<file path="src/rtl/spi_fault_pkg.sv">
package spi_fault_pkg;
  localparam int unsigned NFLAGS   = 4;
  localparam int unsigned F_DONE   = 0;
  localparam int unsigned F_WCOL   = 1;
  localparam int unsigned F_OVR    = 2;
  localparam int unsigned F_MODF   = 3;
  localparam int unsigned ADDR_W   = 2;
  localparam logic [ADDR_W-1:0] A_CTRL = 2'd0;
  localparam logic [ADDR_W-1:0] A_STAT = 2'd1;
  localparam logic [ADDR_W-1:0] A_DATA = 2'd2;
  localparam int unsigned CB_MASTER = 0;
  localparam int unsigned CB_IRQEN  = 1;
  localparam int unsigned CTRL_W    = 2;
endpackage

</file>
<file path="src/rtl/spi_flag_cell.sv">
module spi_flag_cell (
  input  logic clk_i,
  input  logic rst_ni,
  input  logic set_i,
  input  logic arm_i,
  input  logic clr_i,
  output logic flag_o
);
  logic flag_q, armed_q;

  always_ff @(posedge clk_i or negedge rst_ni) begin
    if (!rst_ni) begin
      flag_q  <= 1'b0;
      armed_q <= 1'b0;
    end else if (set_i) begin
      flag_q  <= 1'b1;
      armed_q <= 1'b0; // new event needs a fresh status read
    end else if (armed_q && clr_i) begin
      flag_q  <= 1'b0;
      armed_q <= 1'b0;
    end else if (arm_i && flag_q) begin
      armed_q <= 1'b1;
    end
  end

  assign flag_o = flag_q;
endmodule

</file>
<file path="src/rtl/spi_modf_filter.sv">
module spi_modf_filter #(
  parameter int unsigned SAMPLES = 2
) (
  input  logic clk_i,
  input  logic rst_ni,
  input  logic master_i,
  input  logic ss_ni,
  output logic fault_o
);
  localparam int unsigned CNT_W = $clog2(SAMPLES + 1);
  localparam logic [CNT_W-1:0] LAST = CNT_W'(SAMPLES - 1);

  logic [CNT_W-1:0] cnt_q;
  logic             low;

  assign low     = master_i && !ss_ni;
  assign fault_o = low && (cnt_q == LAST);

  always_ff @(posedge clk_i or negedge rst_ni) begin
    if (!rst_ni)           cnt_q <= '0;
    else if (!low)         cnt_q <= '0;
    else if (cnt_q < LAST) cnt_q <= cnt_q + 1'b1;
  end
endmodule

</file>
<file path="src/rtl/spi_fault_guard.sv">
module spi_fault_guard
  import spi_fault_pkg::*;
#(
  parameter int unsigned MODF_SAMPLES = 2
) (
  input  logic              clk_i,
  input  logic              rst_ni,
  input  logic [ADDR_W-1:0] reg_addr_i,
  input  logic              reg_wr_i,
  input  logic              reg_rd_i,
  input  logic [CTRL_W-1:0] ctrl_wdata_i,
  input  logic              busy_i,
  input  logic              xfer_done_i,
  input  logic              rx_push_i,
  input  logic              rx_full_i,
  input  logic              ss_ni,
  output logic              data_wr_accept_o,
  output logic              master_o,
  output logic              mo_en_o,
  output logic              so_en_o,
  output logic              sck_en_o,
  output logic [NFLAGS-1:0] flags_o,
  output logic              irq_o
);
  logic ctrl_wr, stat_rd, data_wr, data_acc;
  logic master_q, irq_en_q, modf_evt;
  logic [NFLAGS-1:0] set_v, clr_v;

  assign ctrl_wr  = reg_wr_i && (reg_addr_i == A_CTRL);
  assign stat_rd  = reg_rd_i && (reg_addr_i == A_STAT);
  assign data_wr  = reg_wr_i && (reg_addr_i == A_DATA);
  assign data_acc = (reg_wr_i || reg_rd_i) && (reg_addr_i == A_DATA);

  spi_modf_filter #(.SAMPLES(MODF_SAMPLES)) u_modf (
    .clk_i   (clk_i),
    .rst_ni  (rst_ni),
    .master_i(master_q),
    .ss_ni   (ss_ni),
    .fault_o (modf_evt)
  );

  always_ff @(posedge clk_i or negedge rst_ni) begin
    if (!rst_ni) begin
      master_q <= 1'b0;
      irq_en_q <= 1'b0;
    end else begin
      if (modf_evt)     master_q <= 1'b0;
      else if (ctrl_wr) master_q <= ctrl_wdata_i[CB_MASTER];
      if (ctrl_wr)      irq_en_q <= ctrl_wdata_i[CB_IRQEN];
    end
  end

  always_comb begin
    set_v         = '0;
    set_v[F_DONE] = xfer_done_i;
    set_v[F_WCOL] = data_wr && busy_i;
    set_v[F_OVR]  = rx_push_i && rx_full_i;
    set_v[F_MODF] = modf_evt;
  end

  for (genvar g = 0; g < NFLAGS; g++) begin : g_flag
    if (g == F_MODF) begin : g_ctrl_clr
      assign clr_v[g] = ctrl_wr;
    end else begin : g_data_clr
      assign clr_v[g] = data_acc;
    end
    spi_flag_cell u_cell (
      .clk_i (clk_i),
      .rst_ni(rst_ni),
      .set_i (set_v[g]),
      .arm_i (stat_rd),
      .clr_i (clr_v[g]),
      .flag_o(flags_o[g])
    );
  end

  assign data_wr_accept_o = data_wr && !busy_i;
  assign master_o = master_q;
  assign mo_en_o  = master_q && !flags_o[F_MODF];
  assign sck_en_o = master_q && !flags_o[F_MODF];
  assign so_en_o  = !master_q && !ss_ni && !flags_o[F_MODF];
  assign irq_o    = irq_en_q && (flags_o[F_DONE] || flags_o[F_MODF]);
endmodule

</file>
<file path="config.mk">
export PLATFORM = sky130hd
export DESIGN_NAME = spi_fault_guard
export DESIGN_NICKNAME = d
export VERILOG_FILES = /design/src/rtl/spi_fault_pkg.sv /design/src/rtl/spi_flag_cell.sv /design/src/rtl/spi_modf_filter.sv /design/src/rtl/spi_fault_guard.sv
export SDC_FILE = /design/constraint.sdc
export NUM_CORES = 1
export LEC_CHECK = 0
export ABC_AREA = 1
export BUFFER_PORTS_ARGS = -buffer_cell sky130_fd_sc_hd__buf_2
export CORE_MARGIN = 2
export CORE_UTILIZATION = 50
export DETAILED_ROUTE_END_ITERATION = 10
export PLACE_DENSITY_LB_ADDON = 0.2
export SETUP_SLACK_MARGIN = 0.4
export SLEW_MARGIN = 20
export SYNTH_ARGS = -nofsm -noshare
export SYNTH_HDL_FRONTEND = slang
export SYNTH_SLANG_ARGS = --single-unit
</file>
<file path="constraint.sdc">
create_clock -name clk_i -period 2.2 [get_ports clk_i]
set_input_delay 0.33 -clock clk_i [delete_from_list [all_inputs] [get_ports clk_i]]
set_output_delay 0.33 -clock clk_i [all_outputs]
set_load 0.1 [all_outputs]
</file>
==> results of run 1 <==
[Yosys cell counts]
cell,instances,share of area
a21oi_1,2,0.015
inv_2,3,0.017
o21ai_1,2,0.015
nand2_1,21,0.12
dfrtp_1,12,0.46
buf_4,5,0.057
ha_1,2,0.038
nand4_1,6,0.057
nor4_1,1,0.0095
inv_1,15,0.086
nand3_1,3,0.023
nand3_2,1,0.015
nor2_2,1,0.0095
nor2_1,13,0.074
nor3_1,1,0.0076
[metal layers]
| metal | track usage | vias up |
|---|---|---|
| li1 | - | 311 |
| met1 | 0.2289 | 276 |
| met2 | 0.3065 | 22 |
| met3 | 0.1056 | 2 |
| met4 | 0.1000 | 0 |
| met5 | 0 | - |
[cell families after synthesis]
group,count (synthesis)
adder cells (fa/ha/maj),2
AO/OA/AOI/OAI,4
AND/OR/NAND/NOR,47
buffers and inverters,23
flip-flops,12
[final cells by class]
type | instances | area (µm²)
Tap cell | 15 | 18.77
Inverter | 18 | 67.56
Fill cell | 107 | 432.9
Sequential cell | 12 | 301.5
Timing Repair Buffer | 23 | 122.6
Clock buffer | 4 | 36.28
Multi-Input combinational cell | 53 | 289.0
[where the power goes]
group | internal (mW) | total [mW] | leakage [nW] | switching [mW]
clock | 0.101 | 0.177 | 0.0210 | 0.0763
sequential | 0.292 | 0.356 | 0.142 | 0.0640
combinational | 0.136 | 0.742 | 0.317 | 0.606
[registers in the layout, summed over array words and instances, names as in the netlist]
| signal | flops |
|---|---|
| irq_en_q | 1 |
| g_flag.u_cell.armed_q | 4 |
| master_o | 1 |
| u_modf.cnt_q | 2 |
| g_flag.u_cell.flag_o | 4 |
[how the worst max path moves through the flow]
stage / startpoint / end / slack [ns] / depth (start not counted)
after global placement: reg_addr_i[0] / data_wr_accept_o / 0.67 / 3
after floorplan: master_o / sck_en_o / 0.15 / 3
after global routing: g_flag[3].u_cell.flag_o / irq_o / 0.40 / 3
final: g_flag[3].u_cell.flag_o / irq_o / 0.48 / 3
after detailed placement: reg_addr_i[0] / data_wr_accept_o / 0.67 / 3
after CTS: g_flag[3].u_cell.flag_o / irq_o / 0.46 / 3
[worst max-delay path: cells and delay by family (launching register included)]
family,cells,cell delay [ns]
flops,1,0.51
buf+inv,1,0.42
simple gates,2,0.19
[timing repair]
| action | 4_1_cts | 5_1_grt |
|---|---|---|
| hold endpoints to repair | 12 | 0 |
| gates resized for setup | 0 | 1 |
| hold buffers | 1 | 0 |
| setup endpoints to repair | 0 | 1 |
==> impl_metrics.toml, run 1 <==
[global_route]
grt_pass1_wl_um = 2007
gr-total-overflow = 0
grt_usage = 0.2009
grt_pass1_vias = 509
antenna_found_initial = 0
grt_max_degree = 13

[timing]
holdWs_ns = 0.2492
post-route-period-util = 0.7828
worstMarginPinSlew_ns = 0.4880
slew_headroom = 0.6769
finalSetupViolations = 0
hold_viol_final = 0
max_freq_mhz = 580.6
rsz0062_at_grt = "no"
worst_clock_skew_ns = 0.004973
slew_violations = 0
fin_ws_ns = 0.4778
finalSetupTns_ns = 0
final.min_clock_period_ns = 1.722

[yosys]
synth_top_family_by_area = "simple AND/OR/NAND/NOR gates"
seq_area_frac_synth = 0.4563
avgSynthCellArea_um2 = 7.479
syn_inst = 88
synth-xor-area-share = 0
netlist_area_um2 = 658.1
synth_compound_area_frac = 0.03042
synth-simple-area-share = 0.3156
synth.distinct_cells = 15
ys_ff_latch = 12
muxShareOfSynthArea = 0
synth_fa_ha_area_frac = 0.03802
synth_nets = 103
yosys_warnings = 0

[cts]
cts.sinks = 12
clock_latency_ns = 0.28
path_clk_slew_ns = 0.08
htreeDepth = 1
cts_buffer_depth = 2
cts_buffers = 3
post_cts_buffers = 0
cts_tree = "done"
cts-root-buf = "clkbuf_4"

[drt]
firstDrtPassIters = 4
ant_nets = 0
wl_met2_um = 612
met3WireLength_um = 109
drt-total-wl_um = 1258
avgRoutedWirePerCell_um = 10.06
route.layer.met1.wl_um = 528
post-route-drc-count = 0
avgViaCountPerCell = 4.888
vias = 611
initialDrtViolationCount = 13
highest_layer = "met4"

[finish]
final_cell_mix = "nand2_1, buf_2, inv_1"
diodes = 0
final_cell_area_um2 = 835.8
drive_gt1_frac = 0.3273
syn_to_final_growth_pct = 27.00
fin_util = 0.6588
layout.nets = 126
post_layout_nonfiller_instances = 125

[die]
dieArea_mm2 = 0.001622
core_area_mm2 = 0.001269
fp.dieW_um = 40.28
pin_count = 23
die_h_um = 40.28
initial_utilization = 0.5187
fp-row-count = 13

[setup_path]
crit_type = "reg2out"
critPathRequiredTime_ns = 1.87
reg2reg_from = "u_modf.cnt_q[0]"
slowest_delay_ns = 0.51
start_kind = "flip-flop"
crit_path_cell_trace = "nor2_1 -> nor2_2 -> buf_2"
critPathArrivalTime_ns = 1.39
crit_fanout = 6
regToRegSetupSlack_ns = 1.20
timing.rr.end = "u_modf.cnt_q[0]"
crit_path_end_kind = "primary output"
cp_slowest_cell = "dfrtp_1"
reg2regPathDepth = 5

[power_and_ir_drop]
peakVddDrop_mv = 0.6727
power.total_mw = 1.275
leakage_nw = 0.4792
p_per_area_mw_per_mm2 = 1525

[placement]
routabilityCongestion = 0.7128
place_area_um2 = 787.0
place.port_buffers = 22
dp_slack_ns = 0.6666
dpl.hpwl_um = 986.3
dp_cells = 120

[worst_hold_path]
holdPathEnd = "g_flag[0].u_cell.flag_o"
hold_depth = 3
hp-class = "in2reg"
worstHoldStart = "xfer_done_i"

[run]
drv_cap = 0

[run_status]
status = "finished, final reports clean"
Note: power is estimated with default switching activity, not from simulation.
==> run 2, diff against run 1 <==
CORE_UTILIZATION = 47   (was 50)
clock period = 1.6 ns   (was 2.2 ns; I/O delays follow)
==> impl_metrics.toml, run 2 (synthesis results as in run 1) <==
[die]
fp-row-count = 13
core_area_mm2 = 0.001301
dieArea_mm2 = 0.001716
pin_count = 23
initial_utilization = 0.5058
fp.dieW_um = 41.42
die_h_um = 41.42

[finish]
drive_gt1_frac = 0.3966
layout.nets = 132
layout_commonest_cell = "nand2_1"
fin_util = 0.7808
seqCellArea_um2 = 306.5
multiInputGateArea_um2 = 304.0
post_layout_nonfiller_instances = 131
syn_to_final_growth_pct = 54.37
fillerInstances = 86
final_cell_mix = "nand2_1, inv_1, buf_2"
diodes = 0

[placement]
place.port_buffers = 22
dp_cells = 120
dpl.hpwl_um = 1027
routabilityCongestion = 0.6927

[timing]
holdWs_ns = 0.1534
worst_clock_skew_ns = 0.005619
slew_headroom = 0.8187
hold_viol_final = 0
slew_violations = 0
post-route-period-util = 0.8852
finalSetupViolations = 0
max_freq_mhz = 706.1
rsz0062_at_grt = "yes"
worstMarginPinSlew_ns = 0.2720
final.min_clock_period_ns = 1.416

[run_status]
status = "finished, final reports clean"

[drt]
firstDrtPassIters = 4
avgRoutedWirePerCell_um = 11.35
post-route-drc-count = 0
vias = 625
drt-total-wl_um = 1487
avgViaCountPerCell = 4.771
ant_nets = 0
initialDrtViolationCount = 6

[worst_hold_path]
hp-class = "in2reg"

[global_route]
antenna_found_initial = 0
grt_pass1_wl_um = 2235
grt_max_degree = 13
grt_pass1_vias = 556
gr-total-overflow = 0
grt_usage = 0.1702

[setup_path]
cp_slowest_cell = "dfrtp_4"
slowest_delay_ns = 0.45
crit_fanout = 3
crit_type = "reg2out"
start_kind = "flip-flop"
crit_path_end_kind = "primary output"
critPathRequiredTime_ns = 1.36
crit_path_cell_trace = "inv_4 -> nor2_4 -> buf_6 -> buf_12"
critPathArrivalTime_ns = 1.18
path_buf_inv = 3
crit_family = "flip-flops"

[cts]
htreeDepth = 1
cts_buffer_depth = 2
cts_buffers = 3
cts-root-buf = "clkbuf_4"
path_clk_slew_ns = 0.08
cts.sinks = 12
cts_tree = "done"
clock_latency_ns = 0.27

[power_and_ir_drop]
p_per_area_mw_per_mm2 = 2016
power.total_mw = 2.048
peakVddDrop_mv = 0.7555
leakage_nw = 0.5430

[run]
drv_cap = 0
run 2: changes by cell type in the layout (fill, tap and decap cells not counted), sizes merged:
cell and change:
buf +7, clkbuf -1
run 2: power breakdown:
part | leakage, nW | switching, mW | internal, mW
Sequential | 0.140 | 0.0989 | 0.411
Combinational | 0.388 | 0.898 | 0.443
Clock | 0.0150 | 0.100 | 0.0966
run 2: timing repair:
action | CTS | global route
resized for setup | 20 | 10
pin swaps | 1 | 3
hold endpoints to repair | 12 | 0
setup endpoints to repair | 9 | 12
buffers inserted | 4 | 2
hold buffers | 1 | 0
run 2: metrics by stage:
stage / TNS (ns) / worst slack, ns / instance area [µm²]
floorplan: -0.1784 / -0.1275 / 726.9
global placement: 0 / 0.3592 / 835.8
detailed placement: 0 / 0.3424 / 835.8
CTS: 0 / 0.1844 / 967.2
global route: 0 / 0.1390 / 1016
finish: 0 / 0.1837 / 1016
run 2: final timing paths:
kind                                              start  slack [ns]                        to  cells after the start
worst max-delay path                           master_o        0.18                  sck_en_o                      4
worst min-delay path                        xfer_done_i        0.15   g_flag[0].u_cell.flag_o                      3
worst max register to register                 master_o        0.52  g_flag[3].u_cell.armed_q                      6
worst min register to register  g_flag[1].u_cell.flag_o        0.53   g_flag[1].u_cell.flag_o                      2
max in group asynchronous                        rst_ni        0.99                  master_o                      2
min in group asynchronous                        rst_ni        0.37           u_modf.cnt_q[1]                      2
run 2: area by class of cell:
| type | instances | area share |
|---|---|---|
| sequential | 12 | 0.3017 |
| multi-input combinational | 53 | 0.2993 |
| inverter | 18 | 0.06897 |
| timing repair buffer | 29 | 0.2857 |
| tap | 15 | 0.01847 |
| clock buffer | 4 | 0.02586 |
run 2: per-layer routing:
layer  wire (µm)  global-route usage  share of wire
met1         652              0.2095           0.44
met2         723              0.2750           0.49
met3          80             0.03478          0.054
met4          30             0.09677          0.020
met5           0                   0              0
run 2: worst min-delay path, stage by stage:
cell and delay, ns:
buf_2 0.07, inv_1 0.04, nand2_1 0.05
